===== config.mk =====
export PLATFORM = sky130hd
export DESIGN_NAME = sharer_dir
export DESIGN_NICKNAME = d
export VERILOG_FILES = /design/src/rtl/sharer_dir_pkg.sv /design/src/rtl/sharer_hdr_table.sv /design/src/rtl/sharer_link_store.sv /design/src/rtl/sharer_dir.sv
export SDC_FILE = /design/constraint.sdc
export NUM_CORES = 1
export LEC_CHECK = 0
export ABC_AREA = 1
export CAP_MARGIN = 20
export CORE_AREA = 2 2 155 157
export CTS_BUF_LIST = sky130_fd_sc_hd__clkbuf_8
export CTS_CLUSTER_SIZE = 14
export DETAILED_ROUTE_END_ITERATION = 10
export DIE_AREA = 0 0 157 159
export PLACE_DENSITY_LB_ADDON = 0.1
export SYNTH_ARGS = -nofsm -noshare
export SYNTH_HDL_FRONTEND = slang
export SYNTH_SLANG_ARGS = --single-unit

===== constraint.sdc =====
create_clock -name clk -period 8.1 [get_ports clk]
set_input_delay 1.62 -clock clk [delete_from_list [all_inputs] [get_ports clk]]
set_output_delay 1.62 -clock clk [all_outputs]
set_load 0.01 [all_outputs]

===== src/rtl/sharer_dir_pkg.sv =====
package sharer_dir_pkg;
    typedef enum logic [1:0] {OP_ADD, OP_DROP, OP_INVAL, OP_RSVD} dir_op_e;
    typedef enum logic [1:0] {RES_OK, RES_NOCHG, RES_FULL, RES_PARTIAL} dir_res_e;
    typedef enum logic [2:0] {S_IDLE, S_ADD_SCAN, S_DROP_SCAN, S_INV_POP, S_FINISH} dir_state_e;
endpackage


===== src/rtl/sharer_hdr_table.sv =====
module sharer_hdr_table #(
    parameter int LINES  = 16,
    parameter int NODE_W = 4,
    parameter int IDX_W  = 3,
    localparam int LINE_W = (LINES > 1) ? $clog2(LINES) : 1
) (
    input  logic              clk,
    input  logic              rst_n,
    input  logic [LINE_W-1:0] rd_line,
    output logic              rd_first_v,
    output logic [NODE_W-1:0] rd_first,
    output logic              rd_link_v,
    output logic [IDX_W-1:0]  rd_link,
    input  logic              wr_en,
    input  logic [LINE_W-1:0] wr_line,
    input  logic              wr_first_v,
    input  logic [NODE_W-1:0] wr_first,
    input  logic              wr_link_v,
    input  logic [IDX_W-1:0]  wr_link
);
    logic              first_v [LINES];
    logic [NODE_W-1:0] first   [LINES];
    logic              link_v  [LINES];
    logic [IDX_W-1:0]  link    [LINES];

    always_ff @(posedge clk) begin
        if (!rst_n) begin
            for (int i = 0; i < LINES; i++) begin
                first_v[i] <= 1'b0;
                first[i]   <= '0;
                link_v[i]  <= 1'b0;
                link[i]    <= '0;
            end
        end else if (wr_en) begin
            first_v[wr_line] <= wr_first_v;
            first[wr_line]   <= wr_first;
            link_v[wr_line]  <= wr_link_v;
            link[wr_line]    <= wr_link;
        end
    end

    assign rd_first_v = first_v[rd_line];
    assign rd_first   = first[rd_line];
    assign rd_link_v  = link_v[rd_line];
    assign rd_link    = link[rd_line];
endmodule


===== src/rtl/sharer_link_store.sv =====
module sharer_link_store #(
    parameter int DEPTH  = 8,
    parameter int NODE_W = 4,
    localparam int IDX_W = (DEPTH > 1) ? $clog2(DEPTH) : 1,
    localparam int CNT_W = $clog2(DEPTH + 1)
) (
    input  logic              clk,
    input  logic              rst_n,
    input  logic [IDX_W-1:0]  rd_idx,
    output logic [NODE_W-1:0] rd_node,
    output logic [IDX_W-1:0]  rd_next,
    output logic              rd_end,
    input  logic              put_en,
    input  logic [IDX_W-1:0]  put_idx,
    input  logic [NODE_W-1:0] put_node,
    input  logic [IDX_W-1:0]  put_next,
    input  logic              put_end,
    input  logic              relink_en,
    input  logic [IDX_W-1:0]  relink_idx,
    input  logic [IDX_W-1:0]  relink_next,
    input  logic              relink_end,
    input  logic              take_en,
    input  logic              give_en,
    input  logic [IDX_W-1:0]  give_idx,
    output logic [IDX_W-1:0]  free_head,
    output logic              free_empty,
    output logic [CNT_W-1:0]  free_count
);
    logic [NODE_W-1:0] e_node [DEPTH];
    logic [IDX_W-1:0]  e_next [DEPTH];
    logic              e_end  [DEPTH];
    logic [IDX_W-1:0]  head_q;
    logic [CNT_W-1:0]  cnt_q;

    always_ff @(posedge clk) begin
        if (!rst_n) begin
            for (int i = 0; i < DEPTH; i++) begin
                e_node[i] <= '0;
                e_next[i] <= IDX_W'(i + 1);
                e_end[i]  <= 1'b0;
            end
            head_q <= '0;
            cnt_q  <= CNT_W'(DEPTH);
        end else begin
            if (put_en) begin
                e_node[put_idx] <= put_node;
                e_next[put_idx] <= put_next;
                e_end[put_idx]  <= put_end;
            end
            if (relink_en) begin
                e_next[relink_idx] <= relink_next;
                e_end[relink_idx]  <= relink_end;
            end
            if (give_en) begin
                e_next[give_idx] <= head_q;
                head_q <= give_idx;
                cnt_q  <= cnt_q + 1'b1;
            end else if (take_en) begin
                head_q <= e_next[head_q];
                cnt_q  <= cnt_q - 1'b1;
            end
        end
    end

    assign rd_node    = e_node[rd_idx];
    assign rd_next    = e_next[rd_idx];
    assign rd_end     = e_end[rd_idx];
    assign free_head  = head_q;
    assign free_empty = (cnt_q == '0);
    assign free_count = cnt_q;
endmodule


===== src/rtl/sharer_dir.sv =====
module sharer_dir
    import sharer_dir_pkg::*;
#(
    parameter int LINES    = 16,
    parameter int NODE_W   = 4,
    parameter int DEPTH    = 8,
    parameter int BUDGET_W = 4,
    localparam int LINE_W  = (LINES > 1) ? $clog2(LINES) : 1,
    localparam int IDX_W   = (DEPTH > 1) ? $clog2(DEPTH) : 1,
    localparam int CNT_W   = $clog2(DEPTH + 1)
) (
    input  logic                clk,
    input  logic                rst_n,
    input  logic                cmd_valid,
    input  logic [1:0]          cmd_op,
    input  logic [LINE_W-1:0]   cmd_line,
    input  logic [NODE_W-1:0]   cmd_node,
    input  logic [BUDGET_W-1:0] cmd_budget,
    output logic                busy,
    output logic                done,
    output logic [1:0]          status,
    output logic                sharer_valid,
    output logic [NODE_W-1:0]   sharer_node
);
    dir_state_e state_q, state_n;
    dir_res_e   res_q, res_n;

    logic [LINE_W-1:0]   line_q;
    logic [NODE_W-1:0]   node_q;
    logic [BUDGET_W-1:0] budget_q, popped_q;
    logic                at_hdr_q, cur_v_q, prev_hdr_q;
    logic [IDX_W-1:0]    cur_q, prev_q;
    logic                sh_v_q;
    logic [NODE_W-1:0]   sh_node_q;

    logic              h_fv, h_lv;
    logic [NODE_W-1:0] h_first;
    logic [IDX_W-1:0]  h_link;
    logic              hw_en, hw_fv, hw_lv;
    logic [NODE_W-1:0] hw_first;
    logic [IDX_W-1:0]  hw_link;

    logic [IDX_W-1:0]  rd_idx, s_next, free_head, put_idx, put_next, relink_idx, relink_next, give_idx;
    logic [NODE_W-1:0] s_node, put_node;
    logic              s_end, put_en, put_end, relink_en, relink_end, take_en, give_en;
    logic              free_empty;
    logic [CNT_W-1:0]  free_count;

    logic accept, advance, leave_hdr, emit;

    sharer_hdr_table #(.LINES(LINES), .NODE_W(NODE_W), .IDX_W(IDX_W)) u_hdr (
        .clk(clk), .rst_n(rst_n), .rd_line(line_q),
        .rd_first_v(h_fv), .rd_first(h_first), .rd_link_v(h_lv), .rd_link(h_link),
        .wr_en(hw_en), .wr_line(line_q), .wr_first_v(hw_fv), .wr_first(hw_first),
        .wr_link_v(hw_lv), .wr_link(hw_link)
    );

    sharer_link_store #(.DEPTH(DEPTH), .NODE_W(NODE_W)) u_store (
        .clk(clk), .rst_n(rst_n), .rd_idx(rd_idx),
        .rd_node(s_node), .rd_next(s_next), .rd_end(s_end),
        .put_en(put_en), .put_idx(put_idx), .put_node(put_node), .put_next(put_next), .put_end(put_end),
        .relink_en(relink_en), .relink_idx(relink_idx), .relink_next(relink_next), .relink_end(relink_end),
        .take_en(take_en), .give_en(give_en), .give_idx(give_idx),
        .free_head(free_head), .free_empty(free_empty), .free_count(free_count)
    );

    // the header's first pool entry is read while on the header or popping
    assign rd_idx = (at_hdr_q || state_q == S_INV_POP) ? h_link : cur_q;

    always_comb begin
        state_n = state_q;   res_n = res_q;
        accept = 1'b0;  advance = 1'b0;  leave_hdr = 1'b0;  emit = 1'b0;
        hw_en = 1'b0;  hw_fv = h_fv;  hw_first = h_first;  hw_lv = h_lv;  hw_link = h_link;
        put_en = 1'b0;  put_idx = free_head;  put_node = node_q;  put_next = h_link;  put_end = !h_lv;
        relink_en = 1'b0;  relink_idx = prev_q;  relink_next = s_next;  relink_end = s_end;
        take_en = 1'b0;  give_en = 1'b0;  give_idx = h_link;
        unique case (state_q)
            S_IDLE: begin
                if (cmd_valid) begin
                    accept = 1'b1;
                    unique case (dir_op_e'(cmd_op))
                        OP_ADD:   state_n = S_ADD_SCAN;
                        OP_DROP:  state_n = S_DROP_SCAN;
                        OP_INVAL: state_n = S_INV_POP;
                        OP_RSVD:  begin state_n = S_FINISH; res_n = RES_NOCHG; end
                    endcase
                end
            end
            S_ADD_SCAN: begin
                if (at_hdr_q) begin
                    if (!h_fv) begin
                        hw_en = 1'b1;  hw_fv = 1'b1;  hw_first = node_q;
                        res_n = RES_OK;  state_n = S_FINISH;
                    end else if (h_first == node_q) begin
                        res_n = RES_NOCHG;  state_n = S_FINISH;
                    end else leave_hdr = 1'b1;
                end else if (cur_v_q) begin
                    if (s_node == node_q) begin
                        res_n = RES_NOCHG;  state_n = S_FINISH;
                    end else advance = 1'b1;
                end else if (free_empty) begin
                    res_n = RES_FULL;  state_n = S_FINISH;
                end else begin
                    put_en = 1'b1;  take_en = 1'b1;
                    hw_en = 1'b1;  hw_lv = 1'b1;  hw_link = free_head;
                    res_n = RES_OK;  state_n = S_FINISH;
                end
            end
            S_DROP_SCAN: begin
                if (at_hdr_q) begin
                    if (!h_fv) begin
                        res_n = RES_NOCHG;  state_n = S_FINISH;
                    end else if (h_first == node_q) begin
                        hw_en = 1'b1;
                        if (h_lv) begin
                            hw_first = s_node;  hw_lv = !s_end;  hw_link = s_next;  give_en = 1'b1;
                        end else hw_fv = 1'b0;
                        res_n = RES_OK;  state_n = S_FINISH;
                    end else leave_hdr = 1'b1;
                end else if (cur_v_q) begin
                    if (s_node == node_q) begin
                        if (prev_hdr_q) begin
                            hw_en = 1'b1;  hw_lv = !s_end;  hw_link = s_next;
                        end else relink_en = 1'b1;
                        give_en = 1'b1;  give_idx = cur_q;
                        res_n = RES_OK;  state_n = S_FINISH;
                    end else advance = 1'b1;
                end else begin
                    res_n = RES_NOCHG;  state_n = S_FINISH;
                end
            end
            S_INV_POP: begin
                if (!h_fv) begin
                    res_n = RES_OK;  state_n = S_FINISH;
                end else if (popped_q == budget_q) begin
                    res_n = RES_PARTIAL;  state_n = S_FINISH;
                end else begin
                    emit = 1'b1;  hw_en = 1'b1;
                    if (h_lv) begin
                        hw_first = s_node;  hw_lv = !s_end;  hw_link = s_next;  give_en = 1'b1;
                    end else hw_fv = 1'b0;
                end
            end
            S_FINISH: state_n = S_IDLE;
            default:  state_n = S_IDLE;
        endcase
    end

    always_ff @(posedge clk) begin
        if (!rst_n) begin
            state_q <= S_IDLE;   res_q <= RES_OK;
            line_q <= '0;  node_q <= '0;  budget_q <= '0;  popped_q <= '0;
            at_hdr_q <= 1'b0;  cur_v_q <= 1'b0;  prev_hdr_q <= 1'b1;
            cur_q <= '0;  prev_q <= '0;  sh_v_q <= 1'b0;  sh_node_q <= '0;
        end else begin
            state_q <= state_n;  res_q <= res_n;  sh_v_q <= emit;
            if (accept) begin
                line_q <= cmd_line;  node_q <= cmd_node;  budget_q <= cmd_budget;
                popped_q <= '0;  at_hdr_q <= 1'b1;  prev_hdr_q <= 1'b1;
            end
            if (state_n == S_FINISH) at_hdr_q <= 1'b0;
            if (leave_hdr) begin
                at_hdr_q <= 1'b0;  cur_q <= h_link;  cur_v_q <= h_lv;  prev_hdr_q <= 1'b1;
            end
            if (advance) begin
                prev_q <= cur_q;  prev_hdr_q <= 1'b0;  cur_q <= s_next;  cur_v_q <= !s_end;
            end
            if (emit) begin
                popped_q <= popped_q + 1'b1;  sh_node_q <= h_first;
            end
        end
    end

    always_comb begin
        busy         = (state_q != S_IDLE);
        done         = (state_q == S_FINISH);
        status       = done ? res_q : RES_OK;
        sharer_valid = sh_v_q;
        sharer_node  = sh_node_q;
    end
endmodule


== After elaboration in Yosys (flattened, before gate mapping) ==
Memories as Yosys holds them, arrays and structs flattened. A register that Yosys moved wholly into a read port is not among the register bits.
Index checks and enable logic that the tools add are counted.
Storage, ports and cells
  bits of input ports: 17
  register bits after elaboration: 42
  logic and storage cells: 249
  memories: 7
  RAM bits: 208
Memory list
  u_hdr.first: depth 16, bits a word 4, read ports 1, clocked after Yosys merged registers in 1, write ports 16, RTL line sharer_hdr_table.sv:22  | logic [NODE_W-1:0] first [LINES];
  u_hdr.link: depth 16, bits a word 3, read ports 1, clocked after Yosys merged registers in 1, write ports 16, RTL line sharer_hdr_table.sv:24  | logic [IDX_W-1:0] link [LINES];
  u_store.e_node: depth 8, bits a word 4, read ports 1, clocked after Yosys merged registers in 0, write ports 8, RTL line sharer_link_store.sv:29  | logic [NODE_W-1:0] e_node [DEPTH];
  u_store.e_next: depth 8, bits a word 3, read ports 2, clocked after Yosys merged registers in 1, write ports 8, RTL line sharer_link_store.sv:30  | logic [IDX_W-1:0] e_next [DEPTH];
  u_hdr.first_v: depth 16, bits a word 1, read ports 1, clocked after Yosys merged registers in 1, write ports 16, RTL line sharer_hdr_table.sv:21  | logic first_v [LINES];
  u_hdr.link_v: depth 16, bits a word 1, read ports 1, clocked after Yosys merged registers in 1, write ports 16, RTL line sharer_hdr_table.sv:23  | logic link_v [LINES];
  1 more memories
Cells by class
  $add $sub $neg: 3
  muxes and demuxes: 180
  eq/ne operators: 18
  reductions and logical operators: 25
  bitwise gates (word level): 1
Operator list (count)
  two-way mux 3 bit: 41
  two-way mux 4 bit: 26
  two-way mux 1 bit: 88
  two-way mux 2 bit: 16
  one-hot mux 3 bit (3 select lines): 2
  inequality test 4 bit (second input constant): 4
  OR reduction 3 bit: 5
  == test 4 bit: 3
  one-hot mux 3 bit (4 select lines): 1
  one-hot mux 4 bit (3 select lines): 1
  one-hot mux 1 bit (3 select lines): 3
  adder 4 x 1 -> 4 bit (second input constant): 2
  one-hot mux 2 bit (4 select lines): 1
  AND reduction 8 bit: 1
  OR reduction 4 bit: 2
  == test 3 x 2 -> 1 bit (second input constant): 2
  == test 3 bit (second input constant): 2
  nonzero test 2 bit: 3
  nonzero test 3 bit: 2
  == test 2 bit (second input constant): 2
  zero test 4 bit: 1
  nonzero test 4 bit: 1
  OR reduction 1 bit: 4
  subtractor 4 x 1 -> 4 bit (second input constant): 1
  12 further kinds: 13

== Logic depth before layout (Yosys ltp) ==
Gate-level depths: netlist of the first run.
An unclocked memory read counts as a cell.
  depth in word-level cells: 14
  mapped depth: 30
  mapped depth without buffers: 29

== By module ==
Synthesis of the first run repeated with hierarchy kept, for this count alone.
Second synthesis, totals
  cells, all modules: 1748
  area total of the unflattened synthesis: 13469.2 sq um
By module, submodules not included
  sharer_hdr_table: cells an instance 816, area an instance 6880.3 sq um, instances 1, seq. area each 4003.8 sq um
  sharer_link_store: cells an instance 546, area an instance 4197.8 sq um, instances 1, seq. area each 2042.0 sq um
  sharer_dir: cells an instance 386, area an instance 2391.0 sq um, instances 1, seq. area each 700.7 sq um

== Worst setup path before layout of the first run ==
OpenSTA, ideal clock, no wires.
  kind: in2reg
  start: input port rst_n
  end: memory u_store.e_next[3][0] (enable)
  stages: 10
  setup slack: 4.710 ns
  path buffers: 2
  library setup time: 0.307 ns
  arrival time: 3.084 ns
  required time: 7.793 ns
  cell sequence: buf_2 inv_1 nor2_1 nand4_2 buf_2 nand2_1 nand2_2 nor2_2 nand2_1 nand3_1
RTL lines
  start: declaration: RTL line sharer_dir.sv:13  | input logic rst_n,
  end: declaration: RTL line sharer_link_store.sv:30

==> impl_metrics.py, run 1 <==
metrics = {
    "power": {
        "p_per_area_nw_per_um2": 229,
        "p_switching_uw": 1140,
        "intPower_uw": 2280,
        "seqPwrFrac": 0.430,
        "switching_share": 0.334,
        "combPwrFrac": 0.214,
        "power_leakage_uw": 0.00614,
        "vdd_drop_max_v": 0.000188,
        "p_clk_frac": 0.356,
    },
    "synthesis": {
        "muxShareOfSynthArea": 0,
        "synth-xor-area-share": 0.00636,
        "synth_common_cells": "nand2_1, nor2_1, edfxtp_1, nand3_1, inv_1",
        "seq_area_frac_synth": 0.496,
        "synthCells": 1731,
        "avgSynthCellArea_um2": 7.96,
        "yosysTopAreaCell": "edfxtp_1",
        "ys.flop_type": "edfxtp_1",
        "syn_nets": 1754,
        "synth-simple-area-share": 0.303,
        "synthArstFlopShare": 0,
        "yosys.area_share.adder": 0.00600,
        "synth_compound_area_frac": 0.117,
        "yosys_warnings": 0,
        "synth_area_um2": 13800,
        "ys_seq_elements": 257,
        "synth-edff-count": 168,
        "yosysUniqueCellTypes": 49,
        "synth_top_family_by_area": "simple AND/OR/NAND/NOR gates",
        "synth_most_common_cell": "nand2_1",
        "synth.area.top_cells": "edfxtp_1, dfxtp_1, nand2_1, nor2_1, nand3_1",
        "netlist.area_leader.share": 0.366,
    },
    "timing": {
        "slew_viol_final": 0,
        "rsz0062_at_grt": "false",
        "tightestPinTransition_ns": 1.11,
        "fin_tns_setup_ns": 0,
        "period_needed_ns": 5.52,
        "hold_violations": 0,
        "timing.final.crit_share": 0.681,
        "finalClockSkew_ns": 0.0262,
        "max_freq_ghz": 0.181,
        "slew_headroom": 0.261,
        "final.setup.worst_slack_ns": 2.58,
        "setup_violations": 0,
    },
    "grt": {
        "grt_pass1_vias": 11200,
        "grt_pass1_wl_mm": 62.3,
        "track_usage": 0.321,
        "grt_antenna_before_repair": 0,
        "grt_overflow": 0,
        "grt_max_degree": 74,
    },
    "critical_path": {
        "worst_path_max_delay_cell": "dfxtp_1",
        "crit_required_ns": 8.32,
        "path_cells": "clkinv_1 > nand3_1 > nand3_2 > nand2_2 > nand2_1 > nand2_1 > nand2_1 > nand3_1 > nand3_2 > nand2_1 > nand2_1 > nand2_1 > nand2_2 > nor2_8 > nand2_2 > nand2_2 > nand2_2 > nand2_4 > nand2_4 > nor2_1 > inv_2 > nand2_1",
        "critPathLaunchType": "register",
        "crit_path_end_kind": "register",
        "critPathMostFrequentCell": "nand2_1",
        "crit_type": "register to register",
        "max_stage_delay_ns": 0.81,
        "cp.arrival_ns": 5.74,
        "worstPathMaxFanout": 24,
    },
    "floorplan": {
        "ios": 26,
        "num_rows": 56,
        "dieArea_um2": 25000,
        "die_w_um": 157,
        "die_h_um": 159,
        "design.core.area_um2": 23200,
        "initial_utilization": 0.594,
    },
    "finish": {
        "drive_gt1_frac": 0.0924,
        "fin_area_um2": 15000,
        "diodes": 0,
        "fin_nets": 1755,
        "instances_no_fill": 2084,
        "areaGrowthSynthToFinish_pct": 8.73,
    },
    "detailed_routing": {
        "first_pass_iters": 6,
        "finalWirelength_mm": 39.8,
        "antenna_left": 0,
        "vias": 12500,
        "wl_per_cell_um": 19.1,
        "drc": 0,
        "vias_per_cell": 5.98,
        "first_iter_violations": 1610,
    },
    "clock_network": {
        "cts.sinks": 257,
        "clk_pin_slew_ns": 0.07,
        "cts_hold_buf": 0,
        "clock-root-buffer": "clkbuf_8",
        "clockBufferDepth": 3,
        "h-tree-depth": 2,
        "postCtsSetupBuffers": 0,
        "clock_latency_ns": 0.57,
        "post_cts_resized": 0,
        "cts_tree": "done",
        "numCtsBuffers": 43,
    },
    "placement": {
        "dpl_worst_slack_ns": 2.74,
        "portBuffers": 25,
        "dp_hpwl_mm": 27.7,
        "postPlaceCellArea_um2": 14100,
        "placed_cells": 2005,
        "place_congestion": 0.951,
    },
    "flow_run": {
        "maxCapViolations": 0,
    },
    "hold_path": {
        "min_from": "u_store.e_end[2]",
        "hold_path_class": "register to register",
    },
    "run_status": {
        "outcome": "completed",
    },
}
-- path summary, 6_finish.rpt --
kind                        to  slack (ns)  depth (start not counted)
max          u_hdr.link[11][1]        2.58                         22
min           u_store.e_end[2]        0.46                          2
max reg2reg  u_hdr.link[11][1]        2.58                         22
min reg2reg   u_store.e_end[2]        0.46                          2
-- stage by stage --
stage | total power (uW) | utilization | hold slack (ns)
after floorplan | 1980 | - | 0.414
after global placement | 2200 | 0.606 | 0.435
after detailed placement | 2200 | 0.606 | 0.445
after CTS | 3400 | 0.645 | 0.459
after global routing | 3550 | 0.646 | 0.486
final | 3430 | 0.646 | 0.461
-- registers in the layout, summed over array words and instances (netlist names), 2 cells and up, named ones only --
signal and count:
prev_q 3, u_store.free_count 4, popped_q 4, u_hdr.link 48, state_q 3, u_store.e_node 32
u_store.free_head 3, u_store.e_next 24, res_q 2, line_q 4, sharer_node 4, budget_q 4
node_q 4, cur_q 3, u_hdr.first 64, u_hdr.first_v 16, u_hdr.link_v 16, u_store.e_end 8
-- logic make-up after synthesis --
family,after synthesis
AO/OA/AOI/OAI,276
XOR/XNOR,10
adder cells (fa/ha/maj),6
buffers and inverters,220
flip-flops,257
AND/OR/NAND/NOR,962
-- area by class of cell --
| type | count | area, um2 |
|---|---|---|
| clock buffers | 52 | 716 |
| clock inverters | 26 | 193 |
| fillers | 2009 | 8220 |
| inverters | 143 | 539 |
| multi-input cells | 1254 | 5990 |
| flip-flops and latches | 257 | 6830 |
| well taps | 319 | 399 |
| repair buffers | 33 | 313 |
-- power groups by stage --
| stage | registers, uW | logic [uW] | clock network, uW |
|---|---|---|---|
| 5_1_grt | 1480 | 788 | 1280 |
| 3_5_place_dp | 1500 | 703 | 0 |
| 6_report | 1470 | 734 | 1220 |
| 2_1_floorplan | 1480 | 500 | 0 |
| 4_1_cts | 1470 | 705 | 1220 |
| 3_3_place_gp | 1500 | 698 | 0 |
-- routing by layer --
metal | share of wire | vias to the layer above | global-route usage
met2 | 0.42 | 775 | 0.449
met4 | 0.023 | 0 | 0.0822
met5 | 0 | - | 0
li1 | - | 5799 | -
met3 | 0.12 | 85 | 0.0727
met1 | 0.44 | 5796 | 0.503
-- worst max-delay path, delay by kind of cell (launching register included) --
family | cells | cell delay, ns
simple gates | 20 | 3.46
buf+inv | 2 | 0.88
flops | 1 | 0.81
-- cells in the final DEF, fill, tap and decap left out, types with 12 or more instances in the layout --
cell type,count
clkbuf_8,52
dfxtp_1,88
nor2_2,12
a21oi_1,59
o211ai_1,33
nand3_1,168
o21ai_0,115
clkdlybuf4s50_1,24
inv_1,126
inv_2,20
o21ai_1,18
edfxtp_1,168
nand2_2,15
nor2_1,291
nand2_1,430
No activity file was read; power rests on OpenSTA's default activity.
==> inputs of run 2 (changes only) <==
==> constraint.sdc (replaced) <==
create_clock -name clk -period 5.6 [get_ports clk]
set_input_delay 1.12 -clock clk [delete_from_list [all_inputs] [get_ports clk]]
set_output_delay 1.12 -clock clk [all_outputs]
set_load 0.01 [all_outputs]
==> run 2 against run 1 <==
  * Clock-buffer cell count decreased by 2
  * Clock skew decreased by 0.0045 ns
  * Non-clock buffer count grew 12
  * Design area grew 0.35%
  * Total power rose by 44%
  * Final cell count is 0.58% higher
  * Critical path type unchanged
==> impl_metrics.py, run 2 (synthesis gave the netlist of run 1 again) <==
metrics = {
    "run_status": {
        "outcome": "completed",
    },
    "hold_path": {
        "min_from": "u_store.e_end[0]",
        "hold_path_class": "register to register",
    },
    "grt": {
        "grt_pass1_vias": 11100,
        "grt_pass1_wl_mm": 61.9,
        "grt_max_degree": 75,
        "grt_antenna_before_repair": 0,
        "track_usage": 0.321,
        "grt_overflow": 0,
    },
    "timing": {
        "finalClockSkew_ns": 0.0217,
        "fin_tns_setup_ns": 0,
        "setup_violations": 0,
        "tightestPinTransition_ns": 1.01,
        "hold_violations": 0,
        "slew_headroom": 0.327,
        "slew_viol_final": 0,
        "timing.final.crit_share": 0.850,
        "rsz0062_at_grt": "false",
        "period_needed_ns": 4.76,
        "max_freq_ghz": 0.210,
        "final.setup.worst_slack_ns": 0.842,
        "hold_slack_ns": 0.458,
    },
    "placement": {
        "dpl_worst_slack_ns": 0.941,
        "dp_hpwl_mm": 27.8,
        "portBuffers": 25,
        "place_congestion": 0.971,
    },
    "critical_path": {
        "worstPathMaxFanout": 58,
        "cp.arrival_ns": 4.99,
        "crit_required_ns": 5.84,
        "crit_type": "register to register",
        "critPathLaunchType": "register",
        "crit_path_end_kind": "register",
    },
    "clock_network": {
        "clk_pin_slew_ns": 0.06,
        "clockBufferDepth": 3,
        "cts_hold_buf": 0,
        "clock-root-buffer": "clkbuf_8",
        "post_cts_resized": 0,
        "h-tree-depth": 2,
        "cts_tree": "done",
        "numCtsBuffers": 43,
        "postCtsSetupBuffers": 0,
        "cts.sinks": 257,
        "clock_latency_ns": 0.57,
    },
    "finish": {
        "postLayoutCoreUtil": 0.648,
        "largest_reg_flops": 64,
        "areaGrowthSynthToFinish_pct": 9.11,
        "diodes": 0,
        "largestRegisters": "u_hdr.first (64), u_hdr.link (48), u_store.e_node (32)",
        "registers.top_by_ff_count": "u_hdr.first",
        "mostFrequentLayoutCells": "nand2_1, nor2_1, nand3_1, edfxtp_1, inv_1",
        "drive_gt1_frac": 0.0985,
        "layout_commonest_cell": "nand2_1",
        "fin_nets": 1767,
    },
    "detailed_routing": {
        "wl_per_cell_um": 19.2,
        "vias_per_cell": 5.88,
        "first_pass_iters": 6,
        "vias": 12300,
        "antenna_left": 0,
        "drc": 0,
        "first_iter_violations": 1701,
        "finalWirelength_mm": 40.2,
    },
    "power": {
        "p_per_area_nw_per_um2": 329,
        "power_leakage_uw": 0.00619,
        "power_uw": 4950,
        "vdd_drop_max_v": 0.000268,
    },
    "floorplan": {
        "initial_utilization": 0.594,
        "num_rows": 56,
        "die_h_um": 159,
        "die_w_um": 157,
        "dieArea_um2": 25000,
        "design.core.area_um2": 23200,
        "ios": 26,
    },
    "flow_run": {
        "maxCapViolations": 0,
    },
}
[run 2: cell count changes in the layout (fill, tap and decap cells not counted), sizes merged]
cell / before / now
clkbuf: 52 / 50
clkinv: 17 / 16
buf: 9 / 21
inv: 148 / 151
[run 2: where the power goes]
part / switching, uW / internal (uW)
logic: 816 / 256
clock network: 789 / 960
registers: 47.4 / 2080
total: 1650 / 3300
[run 2: layer usage]
layer	global-route usage	share of wire	up-vias
met5	0	0	-
met4	0.0851	0.024	0
met3	0.0675	0.11	85
met2	0.455	0.42	684
met1	0.500	0.44	5737
li1	-	-	5810
[run 2: path summary, 6_finish.rpt]
check,to,slack (ns),cells after the start
hold reg to reg,u_store.e_end[0],0.46,2
hold / removal,u_store.e_end[0],0.46,2
setup / recovery,u_hdr.link[2][1],0.84,23
setup reg to reg,u_hdr.link[2][1],0.84,23
[run 2: cell type report]
| class | count | area [um2] |
|---|---|---|
| well taps | 319 | 399 |
| fillers | 2083 | 8160 |
| clock inverters | 28 | 209 |
| inverters | 143 | 539 |
| clock buffers | 50 | 688 |
| multi-input cells | 1254 | 5970 |
| flip-flops and latches | 257 | 6830 |
| repair buffers | 45 | 395 |
[run 2: stage by stage]
step / instance area, um2 / cells
global placement: 14100 / 2018
global route: 15000 / 2096
detailed placement: 14100 / 2018
finish: 15000 / 2096
CTS: 15000 / 2096
floorplan: 13800 / 1731
[run 2: worst max-delay path, stage by stage, from the launching register on]
cell and delay [ns]:
dfxtp_2 0.32, inv_2 0.69, nand2_1 0.10, nand3_1 0.11, nand3_1 0.10, nand3_1 0.18, nand2_4 0.15, o21ai_4 0.43
nand3_1 0.14, nand3_1 0.11, nand2_1 0.12, nand2_1 0.08, nand2_1 0.11, inv_2 0.07, nand2_1 0.11, nor2_8 0.16
nand2_2 0.07, nand2_2 0.07, nand2_2 0.08, nand2_4 0.09, nand2_4 0.26, nor2_1 0.37, inv_2 0.16, nand2_1 0.27
==> inputs of run 3 (changes only) <==
--- a/config.mk
+++ b/config.mk
@@ -7,11 +7,11 @@
 export LEC_CHECK = 0
 export ABC_AREA = 1
 export CAP_MARGIN = 20
-export CORE_AREA = 2 2 155 157
+export CORE_AREA = 2 2 156 158
 export CTS_BUF_LIST = sky130_fd_sc_hd__clkbuf_8
 export CTS_CLUSTER_SIZE = 14
 export DETAILED_ROUTE_END_ITERATION = 10
-export DIE_AREA = 0 0 157 159
+export DIE_AREA = 0 0 158 160
 export PLACE_DENSITY_LB_ADDON = 0.1
 export SYNTH_ARGS = -nofsm -noshare
 export SYNTH_HDL_FRONTEND = slang
==> constraint.sdc (replaced) <==
create_clock -name clk -period 4.1 [get_ports clk]
set_input_delay 0.82 -clock clk [delete_from_list [all_inputs] [get_ports clk]]
set_output_delay 0.82 -clock clk [all_outputs]
set_load 0.01 [all_outputs]
==> run 3 against run 2 <==
  * First-iteration DRC count fell by 8.5%
  * Wire length down 0.57%
  * Utilization shrank 0.57 points
  * Critical endpoint is now u_store.e_next[0][2]
  * Largest power group unchanged
  * Sequential cell count unchanged
  * Sequential power is 36% higher
  * Final cell count rose by 1.7%
  * Sequential share of layout area decreased by 0.80 points
  * Clock skew grew 0.012 ns
==> impl_metrics.py, run 3 (synthesis gave the netlist of run 1 again) <==
metrics = {
    "clock_network": {
        "h-tree-depth": 2,
        "clk_pin_slew_ns": 0.06,
        "postCtsSetupBuffers": 0,
        "clockBufferDepth": 3,
        "numCtsBuffers": 44,
        "clock-root-buffer": "clkbuf_8",
        "cts_tree": "done",
        "cts_hold_buf": 0,
        "cts.sinks": 257,
        "clock_latency_ns": 0.58,
    },
    "grt": {
        "busiest_layer": "met1",
        "grt_overflow": 0,
        "use_met1": 0.493,
        "grt_pass1_wl_mm": 62.8,
        "grt_pass1_vias": 11400,
        "track_usage": 0.323,
        "grt_antenna_before_repair": 0,
        "globalRouteMet3Util": 0.0839,
        "grt_max_degree": 74,
        "use_met2": 0.456,
    },
    "detailed_routing": {
        "wl_per_cell_um": 18.8,
        "first_iter_violations": 1557,
        "finalWirelength_mm": 40.0,
        "first_pass_iters": 5,
        "vias": 12300,
        "antenna_left": 0,
        "drc": 0,
        "vias_per_cell": 5.78,
    },
    "finish": {
        "instances_no_fill": 2132,
        "mostFrequentLayoutCells": "nand2_1, nor2_1, nand3_1, edfxtp_1, inv_1",
        "registers.top_by_ff_count": "u_hdr.first",
        "drive_gt1_frac": 0.118,
        "fin_nets": 1798,
        "areaGrowthSynthToFinish_pct": 11.1,
        "diodes": 0,
        "largestRegisters": "u_hdr.first (64), u_hdr.link (48), u_store.e_node (32)",
        "largest_reg_flops": 64,
        "layout_commonest_cell": "nand2_1",
        "postLayoutCoreUtil": 0.642,
    },
    "placement": {
        "portBuffers": 25,
        "placed_cells": 2053,
        "dpl_worst_slack_ns": 0.242,
        "place_congestion": 0.971,
        "dp_hpwl_mm": 28.4,
    },
    "power": {
        "power_leakage_uw": 0.00633,
        "p_per_area_nw_per_um2": 434,
        "vdd_drop_max_v": 0.000289,
    },
    "floorplan": {
        "ios": 26,
        "die_w_um": 158,
        "die_h_um": 160,
        "initial_utilization": 0.578,
        "num_rows": 57,
        "design.core.area_um2": 23800,
        "dieArea_um2": 25300,
    },
    "critical_path": {
        "crit_path_end_kind": "register",
        "worstPathMaxFanout": 52,
        "r2r_slack_ns": 0.26,
        "crit_required_ns": 4.35,
        "crit_type": "register to register",
        "cp.arrival_ns": 4.09,
        "critPathLaunchType": "register",
    },
    "timing": {
        "max_freq_ghz": 0.260,
        "slew_headroom": 0.390,
        "hold_violations": 0,
        "timing.final.crit_share": 0.937,
        "rsz0062_at_grt": "true",
        "period_needed_ns": 3.84,
        "setup_violations": 0,
        "finalClockSkew_ns": 0.0335,
        "slew_viol_final": 0,
        "fin_tns_setup_ns": 0,
        "final.setup.worst_slack_ns": 0.258,
        "tightestPinTransition_ns": 0.916,
    },
    "hold_path": {
        "hold_path_class": "register to register",
    },
    "flow_run": {
        "maxCapViolations": 0,
    },
    "run_status": {
        "outcome": "completed",
    },
}
[run 3: area by class of cell]
class	count	area [um2]
clock inverter	28	133
sequential	257	6830
fill	2103	8520
multi-input combinational	1254	6020
inverter	143	539
tap	324	405
timing repair buffer	75	673
clock buffer	51	702
[run 3: timing repair]
| item | in CTS | in global routing |
|---|---|---|
| setup endpoints to repair | 0 | 80 |
| endpoints found under the hold margin | 0 | 0 |
| gates resized for setup | 0 | 16 |
[run 3: metrics by stage]
step	hold WS [ns]	instance area (um2)	power, uW
finish	0.451	15300	6630
floorplan	0.414	13800	3910
global placement	0.428	14400	4410
global route	0.469	15300	6890
CTS	0.452	15200	6610
detailed placement	0.439	14400	4420
[run 3: worst max-delay path, cell delays in order, from the launching register on]
cell and delay, ns:
dfxtp_2 0.37, buf_12 0.23, nand2_1 0.10, nand3_1 0.10, nand3_1 0.10, nand3_2 0.12, nand2_4 0.12, o21ai_4 0.18
buf_4 0.18, nand3_1 0.07, nand3_1 0.14, nand2_1 0.12, nand2_1 0.07, nand2_1 0.10, nor2_4 0.21, nand3_2 0.19
nand2_1 0.14, nand2_2 0.10, nor2_1 0.31, nand4_1 0.27, nand2_1 0.23
[run 3: routing by layer]
layer  part of all wire  vias to the layer above
met1               0.43                     5700
li1                   -                     5883
met4              0.020                        0
met5                  0                        -
met3               0.12                       73
met2               0.43                      664
[run 3: worst paths after layout]
path | depth (start not counted) | end | from
worst max-delay path | 20 | u_store.e_next[0][2] | register
worst min-delay path | 2 | u_store.e_end[0] | u_store.e_end[0]
worst max register to register | 20 | u_store.e_next[0][2] | register
worst min register to register | 2 | u_store.e_end[0] | u_store.e_end[0]
[run 3: where the power goes]
group / leakage (uW) / internal [uW] / switching (uW)
sequential: 0.00241 / 2840 / 63.0
clock: 0.000476 / 1140 / 1080
combinational: 0.00344 / 408 / 1100
